$ cat config.mk
export PLATFORM = sky130hd
export DESIGN_NAME = s2_walker
export DESIGN_NICKNAME = d
export VERILOG_FILES = /design/src/rtl/s2w_pkg.sv /design/src/rtl/s2w_idx_addr.sv /design/src/rtl/s2w_leaf_eval.sv /design/src/rtl/s2_walker.sv
export SDC_FILE = /design/constraint.sdc
export NUM_CORES = 1
export LEC_CHECK = 0
export BUFFER_PORTS_ARGS = -buffer_cell sky130_fd_sc_hd__buf_2
export CORE_MARGIN = 5
export CORE_UTILIZATION = 30
export CTS_CLUSTER_DIAMETER = 100
export DETAILED_ROUTE_END_ITERATION = 12
export PLACE_DENSITY = 0.47
export SLEW_MARGIN = 30
export SYNTH_ARGS = -nofsm -noshare
export SYNTH_HDL_FRONTEND = slang
export SYNTH_SLANG_ARGS = --single-unit
$ cat constraint.sdc
create_clock -name clk -period 9.7 [get_ports clk]
set_clock_uncertainty 0.1 [all_clocks]
set_input_delay 0.485 -clock clk [delete_from_list [all_inputs] [get_ports clk]]
set_output_delay 0.485 -clock clk [all_outputs]
set_load 0.05 [all_outputs]
$ cat src/rtl/s2w_pkg.sv
package s2w_pkg;
  typedef enum logic [1:0] {
    FLT_XLAT   = 2'd0,
    FLT_ACCESS = 2'd1,
    FLT_PERM   = 2'd2,
    FLT_ASIZE  = 2'd3
  } s2w_fault_e;

  typedef enum logic [1:0] {
    ST_IDLE = 2'd0,
    ST_REQ  = 2'd1,
    ST_WAIT = 2'd2,
    ST_DONE = 2'd3
  } s2w_state_e;

  // granule select to address shift
  function automatic logic [4:0] gran_shift(logic [1:0] sel);
    case (sel)
      2'd1:    return 5'd14;
      2'd2:    return 5'd16;
      default: return 5'd12;
    endcase
  endfunction

  // shift of the IPA index field at a given level
  function automatic logic [6:0] lvl_shift(logic [4:0] g, logic [1:0] lvl);
    logic [6:0] strd;
    logic [6:0] steps;
    strd  = 7'(g) - 7'd3;
    steps = 7'(2'd3 - lvl);
    return 7'(g) + 7'(strd * steps);
  endfunction
endpackage

$ cat src/rtl/s2w_idx_addr.sv
module s2w_idx_addr #(
  parameter int ADDR_W = 48
) (
  input  logic [ADDR_W-1:0] tbl_base,
  input  logic [ADDR_W-1:0] ipa,
  input  logic [6:0]        shift,
  input  logic [4:0]        stride,
  input  logic              full_idx,
  output logic [ADDR_W-1:0] addr
);
  logic [ADDR_W-1:0] idx;
  logic [ADDR_W-1:0] imask;

  always_comb begin
    imask = (ADDR_W'(1) << stride) - ADDR_W'(1);
    idx   = ipa >> shift;
    if (!full_idx) idx = idx & imask;
    addr  = tbl_base + (idx << 3);
  end
endmodule

$ cat src/rtl/s2w_leaf_eval.sv
module s2w_leaf_eval
  import s2w_pkg::*;
#(
  parameter int ADDR_W = 48,
  parameter int DESC_W = 64
) (
  input  logic [DESC_W-1:0] desc,
  input  logic [ADDR_W-1:0] ipa,
  input  logic [6:0]        shift,
  input  logic [4:0]        gshift,
  input  logic [5:0]        eps,
  input  logic              af_dis,
  input  logic              is_write,
  output logic              flt,
  output s2w_fault_e        ftype,
  output logic [ADDR_W-1:0] oa,
  output logic [ADDR_W-1:0] mask,
  output logic [1:0]        perm
);
  localparam int AF_BIT  = 10;
  localparam int AP_LO   = 6;

  logic [ADDR_W-1:0] gmask;
  logic [ADDR_W-1:0] field;

  always_comb begin
    gmask = (ADDR_W'(1) << gshift) - ADDR_W'(1);
    mask  = (ADDR_W'(1) << shift) - ADDR_W'(1);
    field = desc[ADDR_W-1:0] & ~gmask;
    oa    = (field & ~mask) | (ipa & mask);
    perm  = desc[AP_LO+1:AP_LO];
    flt   = 1'b0;
    ftype = FLT_XLAT;
    if (!desc[AF_BIT] && !af_dis) begin
      flt   = 1'b1;
      ftype = FLT_ACCESS;
    end else if (is_write && !perm[1]) begin
      flt   = 1'b1;
      ftype = FLT_PERM;
    end else if ((oa >> eps) != '0) begin
      flt   = 1'b1;
      ftype = FLT_ASIZE;
    end
  end
endmodule

$ cat src/rtl/s2_walker.sv
module s2_walker
  import s2w_pkg::*;
#(
  parameter int ADDR_W = 48,
  parameter int DESC_W = 64
) (
  input  logic              clk,
  input  logic              rst,
  input  logic [1:0]        cfg_gran,
  input  logic [5:0]        cfg_tsz,
  input  logic [5:0]        cfg_eps,
  input  logic [1:0]        cfg_start_lvl,
  input  logic [ADDR_W-1:0] cfg_base,
  input  logic              cfg_af_dis,
  input  logic              start_valid,
  output logic              start_ready,
  input  logic [ADDR_W-1:0] start_ipa,
  input  logic              start_write,
  output logic              mem_req_valid,
  input  logic              mem_req_ready,
  output logic [ADDR_W-1:0] mem_req_addr,
  input  logic              mem_rsp_valid,
  input  logic [DESC_W-1:0] mem_rsp_data,
  output logic              res_valid,
  output logic              res_fault,
  output logic [1:0]        res_fault_type,
  output logic [ADDR_W-1:0] res_fault_addr,
  output logic [ADDR_W-1:0] res_oa,
  output logic [ADDR_W-1:0] res_mask,
  output logic [1:0]        res_level,
  output logic [1:0]        res_perm
);
  localparam int        IPA64_W  = 64;
  localparam logic [1:0] LAST_LVL = 2'd3;

  s2w_state_e        st_q;
  logic [ADDR_W-1:0] ipa_q;
  logic              wr_q;
  logic [4:0]        g_q;
  logic [5:0]        eps_q;
  logic              afd_q;
  logic [1:0]        lvl_q;
  logic [ADDR_W-1:0] req_addr_q;

  // start-side combinational terms
  logic [4:0]         g_in;
  logic [6:0]         insz;
  logic [IPA64_W-1:0] ipa_ext;
  logic               out_rng;
  logic [ADDR_W-1:0]  gm_in, em_in, start_tbl, start_addr;

  always_comb begin
    g_in      = gran_shift(cfg_gran);
    insz      = 7'd64 - 7'(cfg_tsz);
    ipa_ext   = IPA64_W'(start_ipa);
    out_rng   = (ipa_ext >> insz) != '0;
    gm_in     = (ADDR_W'(1) << g_in) - ADDR_W'(1);
    em_in     = (ADDR_W'(1) << cfg_eps) - ADDR_W'(1);
    start_tbl = cfg_base & em_in & ~gm_in;
  end

  s2w_idx_addr #(.ADDR_W(ADDR_W)) u_first (
    .tbl_base (start_tbl),
    .ipa      (start_ipa),
    .shift    (lvl_shift(g_in, cfg_start_lvl)),
    .stride   (g_in - 5'd3),
    .full_idx (1'b1),
    .addr     (start_addr)
  );

  // walk-side combinational terms
  logic [ADDR_W-1:0] gm_q, next_tbl, next_addr;
  logic [6:0]        cur_shift, nxt_shift;
  logic [1:0]        lvl_nxt;

  always_comb begin
    gm_q      = (ADDR_W'(1) << g_q) - ADDR_W'(1);
    next_tbl  = mem_rsp_data[ADDR_W-1:0] & ~gm_q;
    lvl_nxt   = lvl_q + 2'd1;
    cur_shift = lvl_shift(g_q, lvl_q);
    nxt_shift = lvl_shift(g_q, lvl_nxt);
  end

  s2w_idx_addr #(.ADDR_W(ADDR_W)) u_next (
    .tbl_base (next_tbl),
    .ipa      (ipa_q),
    .shift    (nxt_shift),
    .stride   (g_q - 5'd3),
    .full_idx (1'b0),
    .addr     (next_addr)
  );

  logic              lf_flt;
  s2w_fault_e        lf_type;
  logic [ADDR_W-1:0] lf_oa, lf_mask;
  logic [1:0]        lf_perm;

  s2w_leaf_eval #(.ADDR_W(ADDR_W), .DESC_W(DESC_W)) u_leaf (
    .desc     (mem_rsp_data),
    .ipa      (ipa_q),
    .shift    (cur_shift),
    .gshift   (g_q),
    .eps      (eps_q),
    .af_dis   (afd_q),
    .is_write (wr_q),
    .flt      (lf_flt),
    .ftype    (lf_type),
    .oa       (lf_oa),
    .mask     (lf_mask),
    .perm     (lf_perm)
  );

  // descriptor classification
  logic d_valid, d_table, d_bad_leaf;
  always_comb begin
    d_valid    = mem_rsp_data[0];
    d_table    = mem_rsp_data[1] && (lvl_q != LAST_LVL);
    d_bad_leaf = (lvl_q == LAST_LVL) ? !mem_rsp_data[1] : (lvl_q == 2'd0);
  end

  always_ff @(posedge clk) begin
    if (rst) begin
      st_q           <= ST_IDLE;
      ipa_q          <= '0;
      wr_q           <= 1'b0;
      g_q            <= 5'd12;
      eps_q          <= '0;
      afd_q          <= 1'b0;
      lvl_q          <= '0;
      req_addr_q     <= '0;
      res_fault      <= 1'b0;
      res_fault_type <= '0;
      res_fault_addr <= '0;
      res_oa         <= '0;
      res_mask       <= '0;
      res_level      <= '0;
      res_perm       <= '0;
    end else begin
      case (st_q)
        ST_IDLE: begin
          if (start_valid) begin
            ipa_q      <= start_ipa;
            wr_q       <= start_write;
            g_q        <= g_in;
            eps_q      <= cfg_eps;
            afd_q      <= cfg_af_dis;
            lvl_q      <= cfg_start_lvl;
            req_addr_q <= start_addr;
            if (out_rng) begin
              st_q           <= ST_DONE;
              res_fault      <= 1'b1;
              res_fault_type <= FLT_XLAT;
              res_fault_addr <= start_ipa;
              res_oa         <= '0;
              res_mask       <= '0;
              res_level      <= cfg_start_lvl;
              res_perm       <= '0;
            end else begin
              st_q <= ST_REQ;
            end
          end
        end
        ST_REQ: begin
          if (mem_req_ready) st_q <= ST_WAIT;
        end
        ST_WAIT: begin
          if (mem_rsp_valid) begin
            if (d_valid && d_table) begin
              lvl_q      <= lvl_nxt;
              req_addr_q <= next_addr;
              st_q       <= ST_REQ;
            end else begin
              st_q      <= ST_DONE;
              res_level <= lvl_q;
              if (!d_valid || d_bad_leaf || lf_flt) begin
                res_fault      <= 1'b1;
                res_fault_type <= (!d_valid || d_bad_leaf) ? FLT_XLAT : lf_type;
                res_fault_addr <= ipa_q;
                res_oa         <= '0;
                res_mask       <= '0;
                res_perm       <= '0;
              end else begin
                res_fault      <= 1'b0;
                res_fault_type <= FLT_XLAT;
                res_fault_addr <= '0;
                res_oa         <= lf_oa;
                res_mask       <= lf_mask;
                res_perm       <= lf_perm;
              end
            end
          end
        end
        default: st_q <= ST_IDLE;
      endcase
    end
  end

  assign start_ready   = (st_q == ST_IDLE);
  assign mem_req_valid = (st_q == ST_REQ);
  assign mem_req_addr  = req_addr_q;
  assign res_valid     = (st_q == ST_DONE);
endmodule

Word level (Yosys, flattened, before mapping)
Index checks and enable logic that the tools add are counted.
{"block": "op_classes", "mul": 3, "bitwise": 10, "shift": 9, "n_reduce_logical": 20, "mux": 60, "n_eq_ne": 13, "n_addsub": 18}
{"operator": "two-way mux 48 bit", "count": 16}
{"operator": "case mux 48 bit (2 select lines)", "count": 4}
{"operator": "AND 48 bit", "count": 5}
{"operator": "subtractor 48 x 2 -> 48 bit, second input constant", "count": 4}
{"operator": "inverter 48 bit", "count": 3}
{"operator": "adder 48 bit", "count": 2}
{"operator": "left shift 1 x 5 -> 48 bit, first input constant", "count": 2}
{"operator": "right shift 48 x 7 -> 45 bit", "count": 2}
{"operator": "nonzero test 64 bit", "count": 1}
{"operator": "right shift 48 x 7 -> 64 bit", "count": 1}
{"operator": "two-way mux 2 bit", "count": 24}
{"operator": "OR 48 bit", "count": 1}
{"operator": "nonzero test 48 bit", "count": 1}
{"operator": "left shift 1 x 6 -> 48 bit, first input constant", "count": 1}
{"operator": "left shift 1 x 7 -> 48 bit, first input constant", "count": 1}
{"operator": "right shift 48 x 6 -> 48 bit", "count": 1}
{"operator": "AND 45 bit", "count": 1}
{"operator": "left shift 1 x 5 -> 45 bit, first input constant", "count": 1}
{"operator": "subtractor 45 x 2 -> 45 bit, second input constant", "count": 1}
{"operator": "adder 5 x 7 -> 7 bit", "count": 3}
{"operator": "multiplier 6 x 3 -> 7 bit", "count": 3}
{"operator": "case mux 2 bit (2 select lines)", "count": 4}
{"operator": "subtractor 5 x 2 -> 6 bit, second input constant", "count": 2}
{"operator": "!= test 2 bit, second input constant", "count": 5}
{"operator": "other kinds (20)", "count": 44}
{"block": "totals", "output_inout_bits": 202, "register_bits": 264, "wordCells": 148, "in_bits": 183}

Depth between registers and ports, before layout
{"block": "depth", "word_depth": 18, "ltp_mapped": 37, "ltp_nobuf": 34}

Modules after synthesis
A second synthesis with hierarchy kept.
{"block": "hier_totals", "cells_unflattened": 4344, "hier_area_um2": 31440.2}
{"mod": "s2_walker", "cells_each": 1968, "n_inst": 1, "seq_area_each_um2": 5245.0, "area_each_um2": 15397.3}
{"mod": "s2w_idx_addr (u_next)", "cells_each": 890, "n_inst": 1, "seq_area_each_um2": 0.0, "area_each_um2": 6150.9}
{"mod": "s2w_idx_addr (u_first)", "cells_each": 873, "n_inst": 1, "seq_area_each_um2": 0.0, "area_each_um2": 5965.7}
{"mod": "s2w_leaf_eval", "cells_each": 613, "n_inst": 1, "seq_area_each_um2": 0.0, "area_each_um2": 3926.3}

Worst setup path before layout
OpenSTA, ideal clock, no wires.
{"block": "synth_timing", "path_kind": "flip-flop to flip-flop", "startpoint": "register lvl_q[0]", "endpoint": "register res_mask[33]", "arrival_ns": 8.166, "setup_ns": 0.086, "path_stages_with_launch": 38, "synth_period_minus_slack_ns": 8.351, "required_ns": 9.514, "slack_ns": 1.349, "path_buffers": 10, "cell_sequence": "dfxtp_1 > buf_4 > clkbuf_1 > buf_1 > clkbuf_1 > clkbuf_1 > nor2_1 > ha_1 > inv_1 > fa_1 > inv_1 > ha_1 > inv_1 > fa_1 > nor2b_1 > o21a_1 > o211ai_2 > buf_2 > [2 not listed] > ha_1 > clkbuf_1 > inv_1 > a41oi_1 > a31o_2 > or3_1 > mux2i_1 > mux2_2 > and2_0 > a211o_1 > a221oi_1 > and3_1 > o32ai_1 > nand4b_1 > and2_1 > buf_6 > buf_6 > o31ai_2"}
{"block": "synth_via", "elab_chain_cells": 18, "word_cells_on_any_way": 28, "cone_classes": "3 x add/sub; 1 x mul; 3 x eq/ne; 2 x shift; 8 x mux; 4 x bitwise; 7 x reduce/logical"}
{"item": "start: declaration", "line_no": "s2_walker.sv:42", "source": "logic [1:0] lvl_q;"}
{"item": "start signal: assignment", "line_no": "s2_walker.sv:147", "source": "lvl_q <= cfg_start_lvl;"}
{"item": "start signal: assignment", "line_no": "s2_walker.sv:169", "source": "lvl_q <= lvl_nxt;"}
{"item": "subtractor 2 x 2 -> 3 bit", "line_no": "s2w_pkg.sv:30", "source": "steps = 7'(2'd3 - lvl);"}
{"item": "multiplier 6 x 3 -> 7 bit", "line_no": "s2w_pkg.sv:31", "source": "return 7'(g) + 7'(strd * steps);"}
{"item": "adder 5 x 7 -> 7 bit", "line_no": "s2w_pkg.sv:31"}
{"item": "left shift 1 x 7 -> 48 bit", "line_no": "s2w_leaf_eval.sv:28", "source": "mask = (ADDR_W'(1) << shift) - ADDR_W'(1);"}
{"item": "subtractor 48 x 2 -> 48 bit", "line_no": "s2w_leaf_eval.sv:28"}
{"item": "inverter 48 bit", "line_no": "s2w_leaf_eval.sv:30", "source": "oa = (field & ~mask) | (ipa & mask);"}
{"item": "AND 48 bit", "line_no": "s2w_leaf_eval.sv:30"}
{"item": "OR 48 bit", "line_no": "s2w_leaf_eval.sv:30"}
{"item": "[2 not listed]"}
{"item": "two-way mux 1 bit", "line_no": "s2w_leaf_eval.sv:40", "source": "end else if ((oa >> eps) != '0) begin"}
{"item": "two-way mux 1 bit", "line_no": "s2w_leaf_eval.sv:37", "source": "end else if (is_write && !perm[1]) begin"}
{"item": "two-way mux 1 bit", "line_no": "s2w_leaf_eval.sv:34", "source": "if (!desc[AF_BIT] && !af_dis) begin"}
{"item": "logical OR 1 bit", "line_no": "s2_walker.sv:175", "source": "if (!d_valid || d_bad_leaf || lf_flt) begin"}
{"item": "two-way mux 48 bit", "line_no": "s2_walker.sv:175"}
{"item": "two-way mux 48 bit", "line_no": "s2_walker.sv:168", "source": "if (d_valid && d_table) begin"}
{"item": "two-way mux 48 bit", "line_no": "s2_walker.sv:167", "source": "if (mem_rsp_valid) begin"}
{"item": "case mux 48 bit (2 select lines)", "line_no": "s2_walker.sv:139", "source": "case (st_q)"}
{"item": "end signal: assignment", "line_no": "s2_walker.sv:187", "source": "res_mask <= lf_mask;"}
{"item": "end: declaration", "line_no": "s2_walker.sv:29", "source": "output logic [ADDR_W-1:0] res_mask,"}
Parallel ways exist; a longest one is shown, timed or not. The select of a mux whose other input is x is not followed.
A chain may end at the register's enable or synchronous reset.

Worst setup path in the final report
{"block": "layout_timing", "startpoint": "register lvl_q[0]", "endpoint": "register req_addr_q[47] (netlist: mem_req_addr[47])"}
{"block": "layout_via", "elab_chain_cells": 10, "word_cells_on_any_way": 15, "cone_classes": "4 x add/sub; 1 x mul; 2 x eq/ne; 1 x shift; 3 x mux; 1 x bitwise; 3 x reduce/logical"}
{"item": "adder 2 x 1 -> 2 bit", "line_no": "s2_walker.sv:79", "source": "lvl_nxt = lvl_q + 2'd1;"}
{"item": "subtractor 2 x 2 -> 3 bit", "line_no": "s2w_pkg.sv:30"}
{"item": "multiplier 6 x 3 -> 7 bit", "line_no": "s2w_pkg.sv:31"}
{"item": "adder 5 x 7 -> 7 bit", "line_no": "s2w_pkg.sv:31"}
{"item": "right shift 48 x 7 -> 45 bit", "line_no": "s2w_idx_addr.sv:16", "source": "idx = ipa >> shift;"}
{"item": "AND 45 bit", "line_no": "s2w_idx_addr.sv:17", "source": "if (!full_idx) idx = idx & imask;"}
{"item": "adder 48 bit", "line_no": "s2w_idx_addr.sv:18", "source": "addr = tbl_base + (idx << 3);"}
{"item": "two-way mux 48 bit", "line_no": "s2_walker.sv:168"}
{"item": "two-way mux 48 bit", "line_no": "s2_walker.sv:167"}
{"item": "case mux 48 bit (2 select lines)", "line_no": "s2_walker.sv:139"}
{"item": "end signal: assignment", "line_no": "s2_walker.sv:148", "source": "req_addr_q <= start_addr;"}
{"item": "end signal: assignment", "line_no": "s2_walker.sv:170", "source": "req_addr_q <= next_addr;"}
{"item": "end: declaration", "line_no": "s2_walker.sv:43", "source": "logic [ADDR_W-1:0] req_addr_q;"}
Parallel ways exist; a longest one is shown, timed or not. The select of a mux whose other input is x is not followed.

==> metrics.txt <==
via/cell ratio 5.880; RSZ-0062 raised after global routing false; Avg Inst Size Synth approximately 7.2 um2; fin crit period 8.561 ns; Final HPWL DP about 110000 um; multi-input logic area roughly 21000 um2; CTS buffer count 34; Initial Utilization 0.3011; outcome completed; CTS tree done; drt first pass iters 5; HP Class in2reg; worst skew pair latency 0.55 ns; Netlist Area Pre-Place 27480 um2; Synth async-reset ratio 0; final hold vios 0; routed wire length on met3 11670 um; Global Route Usage Sum 0.2691; Die Ht roughly 310 um; metal1 wirelength between 50000 and 60000 um; area of the die between 90000 and 100000 um2; Slew Viols, Final 0; Setup CP Type reg2reg; Layout Cells excl Fill 5218; Peak VDD IR 105.5 uV; WL final 139800 um; row count 111; leakage 13.57 nW; Max-Cap Viols 0; antenna violations before repair 18; Buf/Inv on CP 5; period utilisation layout 0.8825; H-tree lvl count 2; clk root buf clkbuf_16; Yosys warning count 0; Worst Setup End Kind flip-flop; cts hold-fix bufs 0; Reg area approximately 5200 um2; Top cell by count, worst path o21ai_0; Max-slew headroom 0.2647; core area 91250 um2; fillers 9939; total congestion overflow 0; highest clock rate 116.8 MHz; worst-path fanout max 24; Total Power 6.922 mW; ys flop type dfxtp_1; Crit path largest cell delay ~0.67 ns; Setup WS post-layout 1.139 ns; drt wl/cell 26.79 um; Largest delay share family, worst path compound AO/OA/AOI/OAI gates; highest-delay cell along the critical path ha_1; CTS max path bufs 3; worst endpoint required time 10.05 ns; Die Width 312.6 um; area delta synth->final 14.64%; number of flops mapped to enable cells by yosys 0; GP Congestion 0.9884; Power Density around 220 nW/um2; nature of the critical path startpoint flip-flop; CTS Sinks between 200 and 300; DRC Markers 0; clock-pin slew on the worst setup and hold paths 0.06 ns; TNS Setup 0 ns; vias in the first global route around 29000; Synth Instances 3813; Netlist cell types 100; Setup WS pre-CTS around 1.2 ns; IO buf count approximately 370; Antenna Violating Nets Remaining 0; Setup Viol. Count Final 0; synthesis-stage register bit count around 260; top layer used by detailed routing met5; via count 30680; Ports roughly 390; Placed Instances 5154; proportion of layout cells with a drive suffix above 1 0.1845; Resize count post-CTS 0; Initial DRC Count 3188; post-CTS setup buffer count 0; first-pass GRT wire length 198600 um; WL met2 63130 um; Slew @ Worst Pin between 1 and 1.5 ns; Layout Nets 4336; sequential fraction of the synthesis area 0.1909; WP data arrival between 8 and 9 ns; largest net degree at the start of global routing 101
## registers in the layout, summed over array words and instances (netlist names), 2 cells and up
signal and count:
ipa_q 48, mem_req_addr 48, res_mask 48, res_fault_type 2
g_q 3, res_oa 48, st_q 2, lvl_q 2
res_level 2, eps_q 6, res_fault_addr 48, res_perm 2
## cell usage after synthesis (34+ instances only)
| library cell | instances | share of area |
|---|---|---|
| nor3_1 | 72 | 0.013 |
| a21o_1 | 74 | 0.020 |
| o21ai_0 | 254 | 0.046 |
| a31oi_1 | 36 | 0.0082 |
| ha_1 | 136 | 0.062 |
| xnor2_1 | 77 | 0.025 |
| a211oi_1 | 67 | 0.018 |
| mux2_2 | 46 | 0.019 |
| a31o_2 | 54 | 0.017 |
| nor2b_1 | 57 | 0.013 |
| nand2_1 | 627 | 0.086 |
| clkbuf_1 | 227 | 0.031 |
| nor2_1 | 366 | 0.050 |
| dfxtp_1 | 262 | 0.19 |
| inv_1 | 102 | 0.014 |
| mux2i_1 | 107 | 0.039 |
| and3_1 | 34 | 0.0077 |
| xor2_1 | 43 | 0.014 |
| o211ai_1 | 37 | 0.010 |
| o31ai_1 | 66 | 0.018 |
| nand3_1 | 104 | 0.019 |
| mux4_2 | 54 | 0.044 |
| and2_1 | 38 | 0.0087 |
| nand2b_1 | 35 | 0.0080 |
| a22o_1 | 74 | 0.024 |
| a21oi_1 | 294 | 0.054 |
## per-stage QoR
stage               hold WS [ns]    util  area, um2
global route             0.09031  0.3451      31490
floorplan                 0.3318       -      27500
finish                   0.09101  0.3452      31500
CTS                      0.05666  0.3449      31470
detailed placement        0.3402  0.3323      30320
global placement          0.3389  0.3322      30310
## cell usage in the layout (no fill, tap or decap), drive strengths merged, types with 57 or more instances in the layout
cell type	n
dfxtp	262
nand3	105
o31ai	85
buf	440
a22o	74
inv	104
o21ai	262
nor2	366
a21oi	297
nor2b	57
xnor2	77
mux2i	110
ha	136
a211oi	71
a21o	74
nor3	73
nand2	627
## worst min-delay path, stage by stage
cell and delay [ns]:
buf_2 0.10, nand2_1 0.06, a21oi_1 0.05
## where the power goes
group,leakage [nW],internal [mW],switching [mW]
clock,0.569,0.794,0.521
combinational,10.9,1.33,2.96
sequential,2.14,1.17,0.150
## cells by family (layout without fill, tap and decap cells)
| logic type | after synthesis | count (layout) | synth area share |
|---|---|---|---|
| adder cells (fa/ha/maj) | 148 | 148 | 0.07067 |
| flip-flops | 262 | 262 | 0.1909 |
| AO/OA/AOI/OAI | 1222 | 1222 | 0.3035 |
| other | 2 | 11 | 0.0002733 |
| XOR/XNOR | 120 | 120 | 0.03825 |
| multiplexers | 211 | 211 | 0.1040 |
| AND/OR/NAND/NOR | 1450 | 1450 | 0.2355 |
| buffers and inverters | 398 | 608 | 0.05692 |
## cell type report
type                       count  area share
multi-input combinational   3158      0.6602
sequential                   262      0.1666
timing repair buffer         441     0.07638
tap                         1186     0.04711
clock buffer                  49     0.03273
inverter                     108     0.01287
clock inverter                10    0.003734
antenna                        4   0.0003178
## worst paths after layout
kind	startpoint	endpoint	slack [ns]	cells after the start
worst max register to register	lvl_q[0]	mem_req_addr[47]	1.14	30
worst min-delay path	start_write	wr_q	0.09	3
worst min register to register	res_mask[15]	res_mask[15]	0.35	2
worst max-delay path	lvl_q[0]	mem_req_addr[47]	1.14	30
## per-layer routing
| layer | up-vias | global-route usage |
|---|---|---|
| met1 | 14673 | 0.3528 |
| met3 | 265 | 0.05494 |
| met2 | 1434 | 0.4384 |
| met4 | 6 | 0.1010 |
| met5 | - | 0 |
| li1 | 14302 | - |
(Power assumes the default switching activity.)
